### config.mk
export PLATFORM = sky130hd
export DESIGN_NAME = bytefetch_unit
export DESIGN_NICKNAME = d
export VERILOG_FILES = /design/src/rtl/bfq_pkg.sv /design/src/rtl/bfq_fifo.sv /design/src/rtl/bfq_arb.sv /design/src/rtl/bfq_addr.sv /design/src/rtl/bytefetch_unit.sv
export SDC_FILE = /design/constraint.sdc
export NUM_CORES = 1
export LEC_CHECK = 0
export BUFFER_PORTS_ARGS = -buffer_cell sky130_fd_sc_hd__buf_2
export CORE_UTILIZATION = 49
export CTS_CLUSTER_DIAMETER = 200
export CTS_CLUSTER_SIZE = 24
export DETAILED_ROUTE_END_ITERATION = 8
export PLACE_DENSITY = 0.75
export SLEW_MARGIN = 10
export SYNTH_ARGS = -nofsm -noshare
export SYNTH_HDL_FRONTEND = slang
export SYNTH_SLANG_ARGS = --single-unit
### constraint.sdc
create_clock -name clk_i -period 2.09 [get_ports clk_i]
set_input_delay 0.1045 -clock clk_i [delete_from_list [all_inputs] [get_ports clk_i]]
set_output_delay 0.1045 -clock clk_i [all_outputs]
set_load 0.01 [all_outputs]
### src/rtl/bfq_pkg.sv
`timescale 1ns/100ps
package bfq_pkg;
  // Bus ownership of the prefetch interface
  typedef enum logic [1:0] {
    BUS_IDLE  = 2'd0,
    BUS_FETCH = 2'd1,
    BUS_OPND  = 2'd2
  } bus_state_e;
endpackage

### src/rtl/bfq_fifo.sv
`timescale 1ns/100ps
module bfq_fifo #(
  parameter int DEPTH = 4,
  parameter int DW    = 8
) (
  input  logic                         clk_i,
  input  logic                         rst_ni,
  input  logic                         flush_i,
  input  logic                         push_i,
  input  logic [DW-1:0]                push_data_i,
  input  logic                         pop_i,
  output logic [DW-1:0]                head_data_o,
  output logic                         head_valid_o,
  output logic [$clog2(DEPTH+1)-1:0]   count_o,
  output logic                         full_o
);
  localparam int PW = (DEPTH > 1) ? $clog2(DEPTH) : 1;
  localparam int CW = $clog2(DEPTH + 1);
  localparam logic [CW-1:0] FULL_CNT = CW'(DEPTH);

  logic [DW-1:0] mem_q [DEPTH];
  logic [PW-1:0] wr_q, wr_d, rd_q, rd_d;
  logic [CW-1:0] cnt_q, cnt_d;
  logic          push_ok, pop_ok, empty;

  function automatic logic [PW-1:0] bump(input logic [PW-1:0] p);
    return (p == PW'(DEPTH - 1)) ? '0 : p + 1'b1;
  endfunction

  assign empty   = (cnt_q == '0);
  assign full_o  = (cnt_q == FULL_CNT);
  assign push_ok = push_i && !full_o && !flush_i;
  assign pop_ok  = pop_i && !empty && !flush_i;

  // next state
  always_comb begin
    wr_d  = wr_q;
    rd_d  = rd_q;
    cnt_d = cnt_q;
    if (flush_i) begin
      wr_d  = '0;
      rd_d  = '0;
      cnt_d = '0;
    end else begin
      if (push_ok) wr_d = bump(wr_q);
      if (pop_ok)  rd_d = bump(rd_q);
      case ({push_ok, pop_ok})
        2'b10:   cnt_d = cnt_q + 1'b1;
        2'b01:   cnt_d = cnt_q - 1'b1;
        default: cnt_d = cnt_q;
      endcase
    end
  end

  always_ff @(posedge clk_i or negedge rst_ni) begin
    if (!rst_ni) begin
      wr_q  <= '0;
      rd_q  <= '0;
      cnt_q <= '0;
    end else begin
      wr_q  <= wr_d;
      rd_q  <= rd_d;
      cnt_q <= cnt_d;
    end
  end

  // byte storage, one enable per slot
  for (genvar g = 0; g < DEPTH; g++) begin : g_slot
    logic slot_we;
    assign slot_we = push_ok && (wr_q == PW'(g));
    always_ff @(posedge clk_i) begin
      if (slot_we) mem_q[g] <= push_data_i;
    end
  end

  assign head_data_o  = mem_q[rd_q];
  assign head_valid_o = !empty;
  assign count_o      = cnt_q;

  assert_no_overflow_R3: assert property (@(posedge clk_i) disable iff (!rst_ni)
    push_i |-> !full_o);
  assert_empty_pop_R11: assert property (@(posedge clk_i) disable iff (!rst_ni)
    (pop_i && empty && !push_i && !flush_i) |=> (count_o == '0));
  assert_pushpop_hold_R10: assert property (@(posedge clk_i) disable iff (!rst_ni)
    (push_i && pop_i && !empty && !full_o && !flush_i) |=> $stable(count_o));
endmodule

### src/rtl/bfq_arb.sv
`timescale 1ns/100ps
module bfq_arb
  import bfq_pkg::*;
(
  input  logic clk_i,
  input  logic rst_ni,
  input  logic bus_idle_i,
  input  logic bus_ack_i,
  input  logic opnd_req_i,
  input  logic opnd_wide_i,
  input  logic flush_i,
  input  logic room_i,
  output logic fetch_req_o,
  output logic fetch_ack_o,
  output logic opnd_start_o,
  output logic opnd_hi_o,
  output logic opnd_done_o
);
  bus_state_e st_q, st_d;
  logic wide_q, wide_d;
  logic hi_q, hi_d;
  logic drop_q, drop_d;
  logic again_q, again_d;

  // next state and strobes
  always_comb begin
    st_d         = st_q;
    wide_d       = wide_q;
    hi_d         = hi_q;
    drop_d       = drop_q;
    again_d      = 1'b0;
    fetch_req_o  = 1'b0;
    fetch_ack_o  = 1'b0;
    opnd_start_o = again_q;
    opnd_done_o  = 1'b0;
    case (st_q)
      BUS_IDLE: begin
        if (bus_idle_i) begin
          if (opnd_req_i) begin
            st_d         = BUS_OPND;
            opnd_start_o = 1'b1;
            wide_d       = opnd_wide_i;
            hi_d         = 1'b0;
          end else if (room_i && !flush_i) begin
            st_d        = BUS_FETCH;
            fetch_req_o = 1'b1;
            drop_d      = 1'b0;
          end
        end
      end
      BUS_FETCH: begin
        if (bus_ack_i) begin
          st_d        = BUS_IDLE;
          fetch_ack_o = !drop_q && !flush_i;
          drop_d      = 1'b0;
        end else if (flush_i) begin
          drop_d = 1'b1;
        end
      end
      BUS_OPND: begin
        if (bus_ack_i) begin
          if (wide_q && !hi_q) begin
            hi_d    = 1'b1;
            again_d = 1'b1;
          end else begin
            st_d        = BUS_IDLE;
            opnd_done_o = 1'b1;
            hi_d        = 1'b0;
            wide_d      = 1'b0;
          end
        end
      end
      default: st_d = BUS_IDLE;
    endcase
  end

  always_ff @(posedge clk_i or negedge rst_ni) begin
    if (!rst_ni) begin
      st_q    <= BUS_IDLE;
      wide_q  <= 1'b0;
      hi_q    <= 1'b0;
      drop_q  <= 1'b0;
      again_q <= 1'b0;
    end else begin
      st_q    <= st_d;
      wide_q  <= wide_d;
      hi_q    <= hi_d;
      drop_q  <= drop_d;
      again_q <= again_d;
    end
  end

  assign opnd_hi_o = hi_q && (st_q == BUS_OPND);

  assert_one_cycle_R2: assert property (@(posedge clk_i) disable iff (!rst_ni)
    fetch_req_o |=> (!fetch_req_o && !opnd_start_o));
  assert_opnd_first_R6: assert property (@(posedge clk_i) disable iff (!rst_ni)
    opnd_req_i |-> !fetch_req_o);
  assert_fetch_runs_R7: assert property (@(posedge clk_i) disable iff (!rst_ni)
    (st_q == BUS_FETCH && !bus_ack_i) |=> !opnd_start_o);
  assert_wide_pair_R8: assert property (@(posedge clk_i) disable iff (!rst_ni)
    (st_q == BUS_OPND && bus_ack_i && wide_q && !hi_q) |=> (opnd_start_o && opnd_hi_o));
  assert_stale_drop_R9: assert property (@(posedge clk_i) disable iff (!rst_ni)
    (st_q == BUS_FETCH && flush_i && !bus_ack_i) |=> !fetch_ack_o);
endmodule

### src/rtl/bfq_addr.sv
`timescale 1ns/100ps
module bfq_addr #(
  parameter int            AW         = 20,
  parameter logic [AW-1:0] RESET_ADDR = '0
) (
  input  logic          clk_i,
  input  logic          rst_ni,
  input  logic          load_i,
  input  logic [AW-1:0] load_addr_i,
  input  logic          step_i,
  output logic [AW-1:0] addr_o
);
  logic [AW-1:0] addr_q, addr_d;
  logic          addr_en;

  always_comb begin
    addr_en = load_i || step_i;
    addr_d  = load_i ? load_addr_i : addr_q + 1'b1;
  end

  always_ff @(posedge clk_i or negedge rst_ni) begin
    if (!rst_ni)      addr_q <= RESET_ADDR;
    else if (addr_en) addr_q <= addr_d;
  end

  assign addr_o = addr_q;

  assert_addr_step_R5: assert property (@(posedge clk_i) disable iff (!rst_ni)
    (step_i && !load_i) |=> (addr_o == $past(addr_o) + 1'b1));
  assert_addr_load_R9: assert property (@(posedge clk_i) disable iff (!rst_ni)
    load_i |=> (addr_o == $past(load_addr_i)));
endmodule

### src/rtl/bytefetch_unit.sv
`timescale 1ns/100ps
module bytefetch_unit #(
  parameter int            DEPTH      = 4,
  parameter int            DW         = 8,
  parameter int            AW         = 20,
  parameter logic [AW-1:0] RESET_ADDR = {AW{1'b1}} << 4
) (
  input  logic                       clk_i,
  input  logic                       rst_ni,
  input  logic                       bus_idle_i,
  input  logic                       bus_ack_i,
  input  logic [DW-1:0]              bus_data_i,
  input  logic                       pop_i,
  input  logic                       opnd_req_i,
  input  logic                       opnd_wide_i,
  input  logic                       flush_i,
  input  logic [AW-1:0]              flush_addr_i,
  output logic [DW-1:0]              head_data_o,
  output logic                       head_valid_o,
  output logic                       fetch_req_o,
  output logic [AW-1:0]              fetch_addr_o,
  output logic [$clog2(DEPTH+1)-1:0] count_o,
  output logic                       opnd_start_o,
  output logic                       opnd_hi_o,
  output logic                       opnd_done_o
);
  logic q_full;
  logic byte_take;

  bfq_arb u_arb (
    .clk_i        (clk_i),
    .rst_ni       (rst_ni),
    .bus_idle_i   (bus_idle_i),
    .bus_ack_i    (bus_ack_i),
    .opnd_req_i   (opnd_req_i),
    .opnd_wide_i  (opnd_wide_i),
    .flush_i      (flush_i),
    .room_i       (!q_full),
    .fetch_req_o  (fetch_req_o),
    .fetch_ack_o  (byte_take),
    .opnd_start_o (opnd_start_o),
    .opnd_hi_o    (opnd_hi_o),
    .opnd_done_o  (opnd_done_o)
  );

  bfq_fifo #(.DEPTH(DEPTH), .DW(DW)) u_fifo (
    .clk_i        (clk_i),
    .rst_ni       (rst_ni),
    .flush_i      (flush_i),
    .push_i       (byte_take),
    .push_data_i  (bus_data_i),
    .pop_i        (pop_i),
    .head_data_o  (head_data_o),
    .head_valid_o (head_valid_o),
    .count_o      (count_o),
    .full_o       (q_full)
  );

  bfq_addr #(.AW(AW), .RESET_ADDR(RESET_ADDR)) u_addr (
    .clk_i       (clk_i),
    .rst_ni      (rst_ni),
    .load_i      (flush_i),
    .load_addr_i (flush_addr_i),
    .step_i      (byte_take),
    .addr_o      (fetch_addr_o)
  );

  assert_flush_empties_R9: assert property (@(posedge clk_i) disable iff (!rst_ni)
    flush_i |=> (count_o == '0 && !head_valid_o));
endmodule

=== After elaboration in Yosys (flattened, before gate mapping) ===
Memory sizes are Yosys's and may differ from the RTL's.
Index checks and enable logic that the tools add are counted.

* RAM bits: 32
* Bits of input ports: 36
* Output and inout port bits: 36
* Memories kept: 1
* Flip-flop bits (word level): 33
* Logic and storage cells: 129

{| class="wikitable"
|+ Memories
! name !! words !! bits a word !! rd ports !! clocked after memory_dff !! wr ports !! RTL line !! source
|-
| u_fifo.mem_q || 4 || 8 || 1 || 0 || 1 || bfq_fifo.sv:21 || <nowiki>logic [DW-1:0] mem_q [DEPTH];</nowiki>
|}

* Eq/ne operators: 18
* Reduce and logical (&&, ||, !) cells: 33
* Add/sub/neg operators: 5
* Mux-type cells: 63

{| class="wikitable"
|+ Operator list
! operator !! number
|-
| 1-bit 2-to-1 mux || 38
|-
| 2-bit 2-to-1 mux || 15
|-
| 8-bit 2-to-1 mux || 3
|-
| 8-bit OR reduction || 3
|-
| 20-bit by 1-bit adder with 20-bit output, second input constant || 1
|-
| 20-bit 2-to-1 mux || 1
|-
| 5-bit AND reduction || 3
|-
| 1-bit logical AND || 12
|-
| 2-bit inequality test, second input constant || 6
|-
| 2-bit equality test, second input constant || 5
|-
| 2-bit nonzero test || 4
|-
| 2-bit by 1-bit equality test with 1-bit output, second input constant || 3
|-
| 1-bit one-hot mux with 2 select lines || 3
|-
| 2-bit one-hot mux with 3 select lines || 1
|-
| 3-bit one-hot mux with 2 select lines || 1
|-
| 1-bit logical NOT || 5
|-
| 2-bit by 1-bit adder with 2-bit output, second input constant || 2
|-
| 2-bit logical NOT || 2
|-
| 4-bit AND reduction || 1
|-
| 3-bit by 1-bit adder with 3-bit output, second input constant || 1
|-
| 3-bit equality test, second input constant || 1
|-
| 3-bit logical NOT || 1
|-
| 3-bit 2-to-1 mux || 1
|-
| 3-bit by 2-bit inequality test with 1-bit output, second input constant || 1
|-
| other kinds (5) || 5
|}

=== Logic depth before layout (Yosys ltp) ===
* Depth after elaboration: 13
* Gate-level depth with buffers: 9
* Mapped depth without buffers: 7

=== By module ===
Synthesis repeated with hierarchy kept, for this count alone.

* Cells, all modules: 278
* Area, all modules: 3347.0 um^2

{| class="wikitable"
|+ Modules (own cells, without submodules)
! module !! area an instance (um^2) !! cells an instance !! sequential area each (um^2) !! times used
|-
| bfq_fifo || 1709.1 || 107 || 1136.1 || 1
|-
| bfq_addr || 1278.7 || 131 || 520.5 || 1
|-
| bfq_arb || 355.3 || 39 || 150.1 || 1
|-
| bytefetch_unit || 3.8 || 1 || 0.0 || 1
|}

=== Worst setup path after synthesis ===
OpenSTA, ideal clock, no wires.

* Kind: register -> register
* Start: register u_arb.st_q[1]
* End: register u_fifo.cnt_q[2], in the netlist u_fifo.count_o[2]
* Clock period less this slack: 2.297 ns
* Stages on the path, launching flop included: 10
* Arrival time: 2.160 ns
* Path buffers: 2
* Setup time: 0.136 ns
* Slack: -0.207 ns
* Data required time: 1.954 ns
* Cells stage by stage: dfrtp_1 buf_6 nand4bb_4 clkbuf_1 a211oi_2 nor3_1 fa_1 and2_1 o21ai_0 a31oi_1

* Word-level cells in the longest chain between the ends: 7
* Elaborated cells on any way between the ends: 9
* Classes of those cells: eq/ne (3); mux (3); reduce/logical (3)

{| class="wikitable"
|+ RTL lines
! what !! RTL line !! source
|-
| start, declared || bfq_arb.sv:19 || <nowiki>bus_state_e st_q, st_d;</nowiki>
|-
| start signal, assigned || bfq_arb.sv:85 || <nowiki>st_q <= st_d;</nowiki>
|-
| 2-bit by 1-bit equality test with 1-bit output * || bfq_arb.sv:36 || <nowiki>case (st_q)</nowiki>
|-
| 1-bit 2-to-1 mux * || bfq_arb.sv:36 ||
|-
| 1-bit logical AND * (2 in series) || bfq_fifo.sv:32 || <nowiki>assign push_ok = push_i && !full_o && !flush_i;</nowiki>
|-
| 2-bit by 1-bit equality test with 1-bit output or 2-bit equality test (tied branches) || bfq_fifo.sv:47 || <nowiki>case ({push_ok, pop_ok})</nowiki>
|-
| 3-bit one-hot mux with 2 select lines || bfq_fifo.sv:47 ||
|-
| 3-bit 2-to-1 mux || bfq_fifo.sv:40 || <nowiki>if (flush_i) begin</nowiki>
|-
| end signal, assigned || bfq_fifo.sv:63 || <nowiki>cnt_q <= cnt_d;</nowiki>
|-
| end, declared || bfq_fifo.sv:23 || <nowiki>logic [CW-1:0] cnt_q, cnt_d;</nowiki>
|}

Every way passes the cells marked *; elsewhere a longest branch is shown, timed or not.
A chain may end at the register's enable or synchronous reset.

=== Worst setup path after layout ===
* Start: register u_arb.st_q[0]
* End: output port fetch_req_o

* Word-level cells in the longest chain between the ends: 2

{| class="wikitable"
|+ RTL lines
! what !! RTL line !! source
|-
| 2-bit logical NOT || bfq_arb.sv:36 ||
|-
| 1-bit 2-to-1 mux || bfq_arb.sv:36 ||
|-
| end, declared || bytefetch_unit.sv:20 || <nowiki>output logic fetch_req_o,</nowiki>
|}

Every way passes these cells.

==> flow_summary.json <==
{
  "status": "finished clean",
  "synth-edff-count": 32,
  "insertion_delay_ps": 340,
  "final_cell_mix": "buf_2, edfxtp_1, dlygate4sd3_1, nand2_1, o21ai_0",
  "ant_nets": 0,
  "routed_wl_mm": 6.66,
  "netlist_area_mm2": 0.00316,
  "syn-num-nets": 310,
  "setup_violations": 0,
  "final_common_cell": "buf_2",
  "tightest_slew_ps": 751,
  "viasPerCell": 5.26,
  "finalPower_mw": 3.01,
  "die_x_um": 82.3,
  "maxSlewViolCount": 0,
  "yosysTopAreaCellShare_pct": 30.4,
  "clk_pin_slew_ps": 70,
  "die_h_um": 82.3,
  "syn_inst": 267,
  "fin_setup_tns_ps": 0,
  "finalNetCount": 418,
  "postCtsSetupBuffers": 0,
  "antenna_found_initial": 0,
  "finClkSkew_ps": 8.42,
  "numCtsBuffers": 9,
  "pwr_density_cell_mw_per_mm2": 734,
  "maxSlewHeadroom_pct": 49.9,
  "n_fill_cell": 478,
  "crit_path_start_kind": "flop",
  "peakVddDrop_uv": 520,
  "cts.sinks": 65,
  "dr.pass1.iters": 6,
  "power.share.combinational_pct": 18.4,
  "area_delta_synth_final_pct": 29.6,
  "critPathSlowestCell": "or4b_1",
  "internal_power_mw": 2.16,
  "vias": 2392,
  "track_usage_pct": 21.4,
  "min_period_ps": 2000,
  "p_sw_mw": 0.847,
  "crit_fanout": 8,
  "rsz0062_at_grt": "no",
  "swShare_pct": 28.2,
  "pwr-share-seq_pct": 50.9,
  "htreeDepth": 3,
  "antenna_cells": 0,
  "ios": 72,
  "core-area_mm2": 0.00606,
  "dp_hpwl_mm": 4.60,
  "grt_pass1_wl_mm": 10.5,
  "min_path_type": "primary input to flop",
  "drt_iter0_drc": 116,
  "grt_max_degree": 34,
  "worst-path-buf-inv": 3,
  "synth_area_leaders": "edfxtp_1, dfrtp_1, dfstp_2",
  "core.rowCount": 28,
  "leakagePower_nw": 1.67,
  "root_buffer": "clkbuf_8",
  "clockPowerShare_pct": 30.7,
  "path_class": "flop to output port",
  "dieArea_mm2": 0.00677,
  "synth_top_area_cell": "edfxtp_1",
  "tritoncts": "yes",
  "fin_crit_sh_pct": 95.9,
  "drt_drc_violations_left": 0,
  "grt.overflow.total": 0,
  "grt_pass1_vias": 2315,
  "syn_avg_cell_area_um2": 11.8,
  "max_stage_delay_ps": 510,
  "yosysWarnings": 0,
  "io_buffers": 71,
  "cp.required_ps": 1990,
  "drv_cap": 0,
  "async_reset_ff_share_pct": 50.8,
  "cp_cell_sequence": "buf_4, or4b_1, a211o_1, inv_1, buf_2",
  "critPathTopFamily": "simple AND/OR/NAND/NOR gates",
  "layout-drive-gt1-share_pct": 35.3,
  "final_hold_viol_count": 0,
  "worstPathArrival_ps": 1900,
  "synthDistinctLibCells": 49,
  "synth.ff_latch_count": 65,
  "initial_core_util_pct": 52.1,
  "fmax_mhz": 499,
  "ys_seq_area_share_pct": 57.2,
  "cp-end-kind": "output port",
  "drt-wirelength-per-cell_um": 14.6,
  "gp_congestion": 0.781,
  "clockBufferDepth": 2,
  "ys.flop_type": "edfxtp_1"
}
synthesized netlist by cell type (all sizes together) (3+ instances only):
| library cell | n |
|---|---|
| buf | 4 |
| nand2 | 24 |
| o21ai | 23 |
| edfxtp | 32 |
| dfrtp | 17 |
| and2 | 6 |
| nand2b | 3 |
| nor4 | 3 |
| clkbuf | 10 |
| nand3 | 7 |
| a21oi | 5 |
| ha | 6 |
| nor3 | 9 |
| nand4 | 7 |
| mux4 | 8 |
| a31oi | 9 |
| xor2 | 4 |
| or3 | 6 |
| mux2i | 4 |
| nor2 | 15 |
| xnor2 | 6 |
| inv | 10 |
| o31ai | 3 |
| nor2b | 4 |
| dfstp | 16 |
worst min-delay path, stage by stage:
cell and delay (ps):
buf_2 80, a22oi_1 70, nand2_1 70
kinds of logic (layout without fill, tap and decap cells):
group / Yosys count / in the layout / share of synthesized area (%)
adder cells (fa/ha/maj): 7 / 7 / 3.01
buffers and inverters: 24 / 137 / 3.17
AO/OA/AOI/OAI: 52 / 52 / 10.1
AND/OR/NAND/NOR: 96 / 96 / 16.4
XOR/XNOR: 10 / 10 / 2.77
multiplexers: 13 / 13 / 7.33
flip-flops: 65 / 65 / 57.2
what timing repair did:
action | in CTS | in global routing
hold buffers | 25 | 0
resized for setup | 0 | 1
endpoints found under the setup margin | 0 | 4
endpoints found under the hold margin | 65 | 0
per-stage QoR:
step                      cells  hold WS [ps]  worst slack (ps)  area (µm²)  util, %
after floorplan             267          -191              14.1        3180        -
after detailed placement    414           211              81.3        3670     60.5
after global routing        455          15.0            0.0955        4100     67.6
after global placement      414           207               122        3670     60.5
after CTS                   455          7.16              26.7        4090     67.5
final                       455          17.5              86.4        4100     67.6
area by class of cell:
cell class | count | area [µm²] | area share [%]
Clock buffer | 10 | 128 | 3.12
Clock inverter | 6 | 45.0 | 1.10
Inverter | 10 | 37.5 | 0.917
Multi-Input combinational cell | 178 | 1270 | 30.9
Sequential cell | 65 | 1810 | 44.1
Tap cell | 75 | 93.8 | 2.29
Timing Repair Buffer | 111 | 718 | 17.5
metal layers:
metal  up-vias  GRT usage [%]  routed length (µm)
met5         -              0                   0
met4         0           7.89                 111
met3        13           5.93                 290
met2        59           36.6                3290
met1      1111           25.8                2970
li1       1209              -                   -
flip-flops by register name (all words and copies together), names as in the netlist:
register,count
u_addr.addr_o,20
u_arb.again_q,1
u_arb.drop_q,1
u_arb.hi_q,1
u_arb.st_q,2
u_arb.wide_q,1
u_fifo.count_o,3
u_fifo.mem_q,32
u_fifo.rd_q,2
u_fifo.wr_q,2
path summary, 6_finish.rpt:
check	cells after the start	start	slack [ps]	to
worst max-delay path	5	u_arb.st_q[0]	90	fetch_req_o
worst min-delay path	3	flush_addr_i[13]	20	u_addr.addr_o[13]
worst max register to register	4	u_arb.drop_q	170	u_addr.addr_o[11]
worst min register to register	2	u_arb.wide_q	510	u_arb.wide_q
max in group asynchronous	2	rst_ni	1230	u_addr.addr_o[1]
min in group asynchronous	2	rst_ni	380	u_fifo.count_o[2]
power groups by stage:
stage          combinational (mW)  sequential (mW)  clock (mW)
2_1_floorplan               0.314             1.56           0
3_3_place_gp                0.505             1.55           0
3_5_place_dp                0.519             1.55           0
4_1_cts                     0.556             1.53       0.945
5_1_grt                     0.619             1.54        1.00
6_report                    0.554             1.53       0.921
(Power assumes the default switching activity.)
